===== config.mk =====
export PLATFORM = sky130hd
export DESIGN_NAME = xfer_ctrl
export DESIGN_NICKNAME = d
export VERILOG_FILES = /design/src/rtl/xfer_pkg.sv /design/src/rtl/xfer_load.sv /design/src/rtl/xfer_drain.sv /design/src/rtl/xfer_pipe.sv /design/src/rtl/xfer_ctrl.sv
export SDC_FILE = /design/constraint.sdc
export NUM_CORES = 1
export LEC_CHECK = 0
export BUFFER_PORTS_ARGS = -buffer_cell sky130_fd_sc_hd__buf_4
export CAP_MARGIN = 20
export CORE_MARGIN = 4
export CORE_UTILIZATION = 50
export DETAILED_ROUTE_END_ITERATION = 8
export PLACE_DENSITY = 0.75
export RECOVER_POWER = 50
export SLEW_MARGIN = 20
export SYNTH_ARGS = -nofsm -noshare
export SYNTH_HDL_FRONTEND = slang
export SYNTH_SLANG_ARGS = --single-unit

===== constraint.sdc =====
create_clock -name clk -period 2.3 [get_ports clk]
set_input_delay 0.23 -clock clk [delete_from_list [all_inputs] [get_ports clk]]
set_output_delay 0.23 -clock clk [all_outputs]
set_load 0.02 [all_outputs]

===== src/rtl/xfer_pkg.sv =====
package xfer_pkg;

    typedef enum logic [1:0] {
        LD_IDLE = 2'd0,
        LD_FILL = 2'd1,
        LD_PROC = 2'd2
    } ld_state_e;

    typedef struct packed {
        logic [1:0] size;
        logic       inv;
    } cfg_regs_t;

endpackage


===== src/rtl/xfer_load.sv =====
module xfer_load #(
    parameter int ADDR_W = 13,
    parameter int PCNT_W = 15,
    parameter int DATA_W = 16
) (
    input  logic              clk,
    input  logic              rst_n,
    input  logic              clr_i,
    input  logic              start_i,
    input  logic [DATA_W-1:0] re_i,
    input  logic [DATA_W-1:0] im_i,
    input  logic [ADDR_W-1:0] n_last_i,
    input  logic [PCNT_W-1:0] p_last_i,
    output logic              loading_o,
    output logic              busy_o,
    output logic              accept_o,
    output logic              done_o,
    output logic              wr_en_o,
    output logic [ADDR_W-1:0] wr_addr_o,
    output logic [DATA_W-1:0] wr_re_o,
    output logic [DATA_W-1:0] wr_im_o
);
    import xfer_pkg::*;

    typedef struct packed {
        ld_state_e         st;
        logic [ADDR_W-1:0] cnt;
        logic [PCNT_W-1:0] pcnt;
        logic              wr_en;
        logic [ADDR_W-1:0] wr_addr;
        logic [DATA_W-1:0] wr_re;
        logic [DATA_W-1:0] wr_im;
    } ld_regs_t;

    ld_regs_t r_d, r_q;

    always_comb begin
        r_d       = r_q;
        r_d.wr_en = 1'b0;
        unique case (r_q.st)
            LD_IDLE: begin
                if (start_i) begin
                    r_d.st      = LD_FILL;
                    r_d.cnt     = ADDR_W'(1);
                    r_d.wr_en   = 1'b1;
                    r_d.wr_addr = '0;
                    r_d.wr_re   = re_i;
                    r_d.wr_im   = im_i;
                end
            end
            LD_FILL: begin
                r_d.wr_en   = 1'b1;
                r_d.wr_addr = r_q.cnt;
                r_d.wr_re   = re_i;
                r_d.wr_im   = im_i;
                if (r_q.cnt == n_last_i) begin
                    r_d.st   = LD_PROC;
                    r_d.pcnt = '0;
                end else begin
                    r_d.cnt = r_q.cnt + 1'b1;
                end
            end
            LD_PROC: begin
                if (r_q.pcnt == p_last_i) begin
                    r_d.st = LD_IDLE;
                end else begin
                    r_d.pcnt = r_q.pcnt + 1'b1;
                end
            end
            default: r_d.st = LD_IDLE;
        endcase
        if (clr_i) begin
            r_d = '0;
        end
    end

    always_ff @(posedge clk or negedge rst_n) begin
        if (!rst_n) begin
            r_q <= '0;
        end else begin
            r_q <= r_d;
        end
    end

    assign accept_o  = (r_q.st == LD_IDLE) && start_i && !clr_i;
    assign done_o    = (r_q.st == LD_PROC) && (r_q.pcnt == p_last_i) && !clr_i;
    assign loading_o = (r_q.st == LD_FILL);
    assign busy_o    = (r_q.st != LD_IDLE);
    assign wr_en_o   = r_q.wr_en;
    assign wr_addr_o = r_q.wr_addr;
    assign wr_re_o   = r_q.wr_re;
    assign wr_im_o   = r_q.wr_im;

endmodule


===== src/rtl/xfer_drain.sv =====
module xfer_drain #(
    parameter int ADDR_W = 13
) (
    input  logic              clk,
    input  logic              rst_n,
    input  logic              clr_i,
    input  logic              en_i,
    input  logic              done_i,
    input  logic              blk_i,
    input  logic [ADDR_W-1:0] n_last_i,
    output logic              ready_o,
    output logic              rd_en_o,
    output logic [ADDR_W-1:0] rd_addr_o,
    output logic              rd_first_o
);
    typedef struct packed {
        logic              ready;
        logic              active;
        logic [ADDR_W-1:0] cnt;
        logic              fresh;
    } dr_regs_t;

    dr_regs_t r_d, r_q;
    logic     take_d;
    logic     last_d;

    always_comb begin
        r_d    = r_q;
        take_d = r_q.ready && en_i && !r_q.active;
        last_d = r_q.active && (r_q.cnt == n_last_i);

        // a newer block makes the held result stale for re-offering
        if (blk_i) begin
            r_d.fresh = 1'b1;
        end else if (done_i) begin
            r_d.fresh = 1'b0;
        end

        if (take_d) begin
            r_d.active = 1'b1;
            r_d.cnt    = '0;
        end else if (last_d) begin
            r_d.active = 1'b0;
        end else if (r_q.active) begin
            r_d.cnt = r_q.cnt + 1'b1;
        end

        if (take_d) begin
            r_d.ready = 1'b0;
        end else if (done_i) begin
            r_d.ready = 1'b1;
        end else if (last_d && !r_d.fresh) begin
            r_d.ready = 1'b1;
        end

        if (clr_i) begin
            r_d = '0;
        end
    end

    always_ff @(posedge clk or negedge rst_n) begin
        if (!rst_n) begin
            r_q <= '0;
        end else begin
            r_q <= r_d;
        end
    end

    assign ready_o    = r_q.ready;
    assign rd_en_o    = r_q.active;
    assign rd_addr_o  = r_q.cnt;
    assign rd_first_o = r_q.active && (r_q.cnt == '0);

endmodule


===== src/rtl/xfer_pipe.sv =====
module xfer_pipe #(
    parameter int LAT = 1
) (
    input  logic clk,
    input  logic rst_n,
    input  logic clr_i,
    input  logic vld_i,
    input  logic fst_i,
    output logic vld_o,
    output logic fst_o
);
    generate
        if (LAT == 0) begin : g_thru
            assign vld_o = vld_i;
            assign fst_o = fst_i;
        end else begin : g_dly
            logic [LAT-1:0] vld_d, vld_q;
            logic [LAT-1:0] fst_d, fst_q;

            always_comb begin
                vld_d[0] = vld_i;
                fst_d[0] = fst_i;
                for (int k = 1; k < LAT; k++) begin
                    vld_d[k] = vld_q[k-1];
                    fst_d[k] = fst_q[k-1];
                end
                if (clr_i) begin
                    vld_d = '0;
                    fst_d = '0;
                end
            end

            always_ff @(posedge clk or negedge rst_n) begin
                if (!rst_n) begin
                    vld_q <= '0;
                    fst_q <= '0;
                end else begin
                    vld_q <= vld_d;
                    fst_q <= fst_d;
                end
            end

            assign vld_o = vld_q[LAT-1];
            assign fst_o = fst_q[LAT-1];
        end
    endgenerate

endmodule


===== src/rtl/xfer_ctrl.sv =====
module xfer_ctrl #(
    parameter int LOG2_MIN  = 11,
    parameter int PROC_MULT = 3,
    parameter int RD_LAT    = 1,
    parameter int DATA_W    = 16,
    localparam int ADDR_W   = LOG2_MIN + 2
) (
    input  logic              clk,
    input  logic              rst_n,
    input  logic              clr,
    input  logic [1:0]        cfg_size,
    input  logic              cfg_inv,
    input  logic              in_start,
    input  logic [DATA_W-1:0] in_re,
    input  logic [DATA_W-1:0] in_im,
    input  logic              out_en,
    output logic              loading,
    output logic              busy,
    output logic              res_ready,
    output logic              wr_en,
    output logic [ADDR_W-1:0] wr_addr,
    output logic [DATA_W-1:0] wr_re,
    output logic [DATA_W-1:0] wr_im,
    output logic              rd_en,
    output logic [ADDR_W-1:0] rd_addr,
    output logic              out_valid,
    output logic              out_first,
    output logic [1:0]        xf_size,
    output logic              xf_inv
);
    import xfer_pkg::*;

    localparam int NMIN   = 1 << LOG2_MIN;
    localparam int PCNT_W = $clog2(PROC_MULT * 4 * NMIN);

    localparam logic [ADDR_W-1:0] NL_S = ADDR_W'(NMIN - 1);
    localparam logic [ADDR_W-1:0] NL_M = ADDR_W'(2 * NMIN - 1);
    localparam logic [ADDR_W-1:0] NL_L = ADDR_W'(4 * NMIN - 1);
    localparam logic [PCNT_W-1:0] PL_S = PCNT_W'(PROC_MULT * NMIN - 1);
    localparam logic [PCNT_W-1:0] PL_M = PCNT_W'(PROC_MULT * 2 * NMIN - 1);
    localparam logic [PCNT_W-1:0] PL_L = PCNT_W'(PROC_MULT * 4 * NMIN - 1);

    cfg_regs_t         cfg_d, cfg_q;
    logic [ADDR_W-1:0] n_last;
    logic [PCNT_W-1:0] p_last;
    logic              blk_acc;
    logic              blk_done;
    logic              rd_first;

    always_comb begin
        cfg_d = cfg_q;
        if (clr) begin
            cfg_d.size = (cfg_size == 2'b00) ? 2'b01 : cfg_size;
            cfg_d.inv  = cfg_inv;
        end
    end

    always_ff @(posedge clk or negedge rst_n) begin
        if (!rst_n) begin
            cfg_q <= '{size: 2'b01, inv: 1'b0};
        end else begin
            cfg_q <= cfg_d;
        end
    end

    always_comb begin
        unique case (cfg_q.size)
            2'b10:   begin n_last = NL_M; p_last = PL_M; end
            2'b11:   begin n_last = NL_L; p_last = PL_L; end
            default: begin n_last = NL_S; p_last = PL_S; end
        endcase
    end

    xfer_load #(
        .ADDR_W (ADDR_W),
        .PCNT_W (PCNT_W),
        .DATA_W (DATA_W)
    ) u_load (
        .clk       (clk),
        .rst_n     (rst_n),
        .clr_i     (clr),
        .start_i   (in_start),
        .re_i      (in_re),
        .im_i      (in_im),
        .n_last_i  (n_last),
        .p_last_i  (p_last),
        .loading_o (loading),
        .busy_o    (busy),
        .accept_o  (blk_acc),
        .done_o    (blk_done),
        .wr_en_o   (wr_en),
        .wr_addr_o (wr_addr),
        .wr_re_o   (wr_re),
        .wr_im_o   (wr_im)
    );

    xfer_drain #(
        .ADDR_W (ADDR_W)
    ) u_drain (
        .clk        (clk),
        .rst_n      (rst_n),
        .clr_i      (clr),
        .en_i       (out_en),
        .done_i     (blk_done),
        .blk_i      (blk_acc),
        .n_last_i   (n_last),
        .ready_o    (res_ready),
        .rd_en_o    (rd_en),
        .rd_addr_o  (rd_addr),
        .rd_first_o (rd_first)
    );

    xfer_pipe #(
        .LAT (RD_LAT)
    ) u_pipe (
        .clk   (clk),
        .rst_n (rst_n),
        .clr_i (clr),
        .vld_i (rd_en),
        .fst_i (rd_first),
        .vld_o (out_valid),
        .fst_o (out_first)
    );

    assign xf_size = cfg_q.size;
    assign xf_inv  = cfg_q.inv;

endmodule


# Yosys cells after proc, flatten, opt, wreduce, memory -nomap -nowiden
# Index checks and enable logic that the tools add are counted.
# totals
register_bits,97
latch_bits,0
ramBits,0
rom_bits,0
out_inout_bits,68
word_cells,84
memories,0
# classes
n_addsub,3
mul,0
n_div,0
magnitude_cmp,0
eq_ne,13
shifts,0
mux,27
bitwise,0
reduce_logical,26
# ops
operator,count
one-hot mux 46 bit (2 select lines),1
2-to-1 mux 76 bit,1
one-hot mux 15 bit (2 select lines),2
one-hot mux 13 bit (2 select lines),2
2-to-1 mux 46 bit,1
2-to-1 mux 15 bit,3
2-to-1 mux 13 bit,3
"adder 13 x 1 -> 13 bit, second input constant",2
equality test 13 bit,2
2-to-1 mux 16 bit,1
"adder 15 x 1 -> 15 bit, second input constant",1
equality test 15 bit,1
2-to-1 mux 14 bit,1
logical NOT 13 bit,1
"!= test 3 bit, second input constant",4
nonzero test 3 bit,4
logical AND 1 bit,9
AND reduction 3 bit,3
2-to-1 mux 1 bit,8
"equality test 2 bit, second input constant",3
2-to-1 mux 2 bit,3
"!= test 3 x 2 -> 1 bit, second input constant",2
one-hot mux 2 bit (3 select lines),1
logical NOT 2 bit,2
other kinds (5),8

# Depth between registers and ports, before layout
# logic_depth
word_depth,13
mapped_depth,8
mapped_depth_nobuf,6

# Hierarchy
# A second synthesis with hierarchy kept.
# hier_totals
cells_unflattened,538
hier_area_um2,5393.9
# by_module_without_submodules
module,n_inst,cells_each,area_per_inst_um2
xfer_load,1,388,4005.1
xfer_drain,1,133,1189.9
xfer_ctrl,1,13,136.4
xfer_pipe,1,4,62.6

# Worst setup path before layout
# No wires, ideal clock.
# synth_timing
kind,register to register
from,register cfg_q (netlist bit xf_size[1])
to,register u_load.r_q[55] (netlist bit)
setup_time_ns,0.131
t_arrival_ns,1.962
required_time_ns,2.169
path_slack_ns,0.207
path_stages_with_launch,8
path_buffers,2
cell_sequence,dfrtp_1 > buf_2 > or4b_1 > o32ai_2 > a31oi_2 > buf_6 > o31ai_2 > o31ai_1
# synth_via
elab_chain_len,5
elab_cells_between_ends,9
# synth_rtl
element,line,source
start: declaration,xfer_ctrl.sv:43,"cfg_regs_t cfg_d, cfg_q;"
start signal: assignment,xfer_ctrl.sv:60,"cfg_q <= '{size: 2'b01, inv: 1'b0};"
start signal: assignment,xfer_ctrl.sv:62,cfg_q <= cfg_d;
equality test 2 bit,xfer_ctrl.sv:67,unique case (cfg_q.size)
one-hot mux 15 bit (2 select lines) or one-hot mux 13 bit (2 select lines) (tied branches),xfer_ctrl.sv:67,
equality test 15 bit or equality test 13 bit (tied branches),"xfer_load.sv:64, xfer_load.sv:56",
!= test 3 bit (no source line) or != test 3 x 2 -> 1 bit (tied branches),-,
AND reduction 3 bit (no source line) (*),-,
end signal: assignment,xfer_load.sv:81,r_q <= r_d;
end: declaration,xfer_load.sv:35,"ld_regs_t r_d, r_q;"
# Every way passes the cells marked *; elsewhere a longest branch is shown, timed or not.
# A chain may end at the register's enable or synchronous reset.

# Final worst setup path
# layout_timing
from,register u_load.r_q[75] (netlist bit)
to,register u_load.r_q[51] (netlist bit)
# layout_via
elab_chain_len,3
elab_cells_between_ends,8
# layout_rtl
element,line,source
equality test 2 bit or equality test 2 x 1 -> 1 bit (tied branches),xfer_load.sv:40,unique case (r_q.st)
"!= test 3 bit (no source line), or another cell as far along",-,
AND reduction 3 bit (no source line) or 2-to-1 mux 76 bit (tied branches),-,
# Several ways; a longest one is shown, not always the timed one.

==> impl_metrics.tcl <==
set metrics [dict create \
    cp-start-kind "flip-flop" \
    tns_ps 0 \
    finClkSkew_ps 14.8 \
    drive_gt1_share_pct 20.5 \
    synth_top_cell_area_share_pct 46.9 \
    synthCells 561 \
    fmax_mhz 476 \
    antenna_found_initial 0 \
    multi_input_area_mm2 0.00209 \
    clockBufferDepth 2 \
    grt_max_degree 98 \
    wl_per_cell_um 16.5 \
    setup_viol 0 \
    critPathKind "reg2reg" \
    max-cap-violations 0 \
    dieHeight_um 109 \
    holdWs_ps 47.9 \
    drv_slew 0 \
    hold_viol 0 \
    clock_latency_ps 370 \
    dp_hpwl_um 8600 \
    h-tree-depth 3 \
    synth_area_mm2 0.00512 \
    synthToLayoutAreaGrowth_pct 12.1 \
    rsz0062_at_grt "false" \
    via_per_inst 5.75 \
    clk_pin_slew_ps 100 \
    root_buffer "clkbuf_8" \
    grt_pass1_vias 4081 \
    slowest_stage "or4b_1" \
    cts_setup_buffers 0 \
    routed_wirelength_um 12300 \
    fill_cells 904 \
    period_minus_slack_ps 2100 \
    syn_area_per_cell_um2 9.12 \
    grt_first_pass_wirelength_um 20100 \
    ys_seq_area_share_pct 47.4 \
    critPathArrivalTime_ps 2350 \
    synth_ff_type "dfrtp_1" \
    die_w_um 109 \
    min_path_type "in2reg" \
    p_per_area_mw_per_mm2 601 \
    place.gp.congestion 0.870 \
    num_io_pins 108 \
    track_usage_pct 20.9 \
    power_mw 3.45 \
    dieArea_mm2 0.0119 \
    cp_cell_sequence "or4b_1 > o32ai_2 > a31oi_4 > o32a_1" \
    leakage_nw 2.63 \
    synth_area_leaders "dfrtp_1, buf_4, nand2_1" \
    num_antenna_cells 0 \
    design_area_mm2 0.00574 \
    layout_commonest_cell "nand2_1" \
    postRouteAntennaNets 0 \
    worst_slack_ps 200 \
    setup.worst_path.end_class "flip-flop" \
    synth_edf_count 0 \
    io_buffers 107 \
    regArea_mm2 0.00243 \
    drtIter0Drc 389 \
    async_flop_share_pct 100 \
    ir_drop_mv 0.380 \
    dp_slack_ps 49.4 \
    grt_overflow_total 0 \
    ff2ff_setup_slack_ps 200 \
    tightest_slew_ps 1410 \
    rows 36 \
    yosysTopAreaCell "dfrtp_1" \
    max_slew_margin_pct 6.07 \
    cts_made_buffers 9 \
    status "complete, no violations" \
    fin_crit_sh_pct 91.3 \
    postPlaceCellArea_mm2 0.00566 \
    final_net_count 654 \
    ys_ff_latch 97 \
    first_pass_iters 5 \
    yosys_warnings 0 \
    drc 0 \
    crit_fanout 14 \
    final_cell_mix "nand2_1, dfrtp_1, buf_4" \
    required_ps 2550 \
    vias 4302 \
    cpPeakStageDelay_ps 560 \
    start_util_pct 51.9 \
    clkSinkCount 97 \
    cts_tree "built" \
    yosysUniqueCellTypes 60 \
    mappedNetlistNets 605 \
    fp.coreArea_mm2 0.00986 \
]
[through the flow]
stage          util, %  std cells
4_1_cts           59.4        748
5_1_grt           58.2        748
3_3_place_gp      57.4        731
3_5_place_dp      57.4        731
6_report          58.2        748
2_1_floorplan        -        561
[power breakdown]
group          leakage (nW)  switching [mW]  internal, mW
clock network        0.0945           0.658         0.416
logic                  1.22           0.361         0.193
registers              1.32          0.0508          1.77
[cell families (layout without fill, tap and decap cells)]
logic type	after synthesis	in the layout	synth area share (%)
XOR/XNOR	2	2	0.342
adder cells (fa/ha/maj)	4	4	0.978
multiplexers	4	4	0.855
flip-flops	97	97	47.4
buffers and inverters	99	153	12.1
AO/OA/AOI/OAI	133	133	17.5
AND/OR/NAND/NOR	222	222	20.8
[state kept, by name, summed over array words and instances, names as in the netlist]
register	count
u_load.wr_addr_o	13
u_load.r_q	30
u_drain.rd_en_o	1
u_drain.r_q	1
u_load.wr_en_o	1
u_pipe.vld_o	1
u_drain.ready_o	1
xf_size	2
xf_inv	1
u_load.wr_im_o	16
u_drain.rd_addr_o	13
u_pipe.fst_o	1
u_load.wr_re_o	16
[metal layers]
metal,global-route usage [%],wire length (µm),vias up,part of all wire [%]
met5,0,0,-,0
met4,5.25,102,0,0.83
met3,2.84,767,10,6.2
met2,33.2,5950,153,48
met1,30.5,5520,2098,45
li1,-,-,2041,-
[timing repair]
action,in CTS,in global routing
setup endpoints to repair,0,6
gates resized for setup,0,2
hold buffers,1,0
hold endpoints to repair,96,0
[final timing paths]
check,start,endpoint,cells past startpoint
min in group asynchronous,rst_n,u_load.r_q[48],3
min reg2reg,u_load.wr_addr_o[6],u_load.wr_addr_o[6],2
max in group asynchronous,rst_n,u_load.wr_addr_o[12],3
min,cfg_size[1],xf_size[0],2
max reg2reg,u_load.r_q[75],u_load.r_q[51],4
max,u_load.r_q[75],u_load.r_q[51],4
[Yosys cell counts (2+ instances only)]
master	count
nand4_1	11
buf_2	5
clkbuf_1	17
and4_1	6
a21oi_1	44
a31oi_1	18
and3_1	11
nor3_1	10
and2_1	2
a21o_1	2
nor2_1	31
nand2b_1	3
o21ai_0	20
or4_1	4
dfrtp_1	96
mux2_2	3
o31ai_2	2
o41ai_1	4
a211o_1	2
a41oi_1	4
inv_1	12
o32a_1	2
buf_4	58
nand2_1	100
buf_1	4
buf_6	3
o211ai_1	5
ha_1	4
nor4_1	4
a22o_1	12
o31ai_1	4
nand3b_1	2
nand3_1	29
[area by class of cell]
cell class | count | share of cell area [%]
repair buffers | 125 | 14.3
clock buffers | 9 | 2.16
multi-input cells | 365 | 36.4
clock inverters | 7 | 1.16
flip-flops and latches | 97 | 42.3
well taps | 133 | 2.90
inverters | 12 | 0.785
[worst max-delay path: cells and delay by family (launching register included)]
| family | cells | cell delay, ps |
|---|---|---|
| flip-flops | 1 | 450 |
| AND/OR/NAND/NOR | 1 | 560 |
| AO/OA/AOI/OAI | 3 | 970 |
Note: power is estimated with default switching activity, not from simulation.
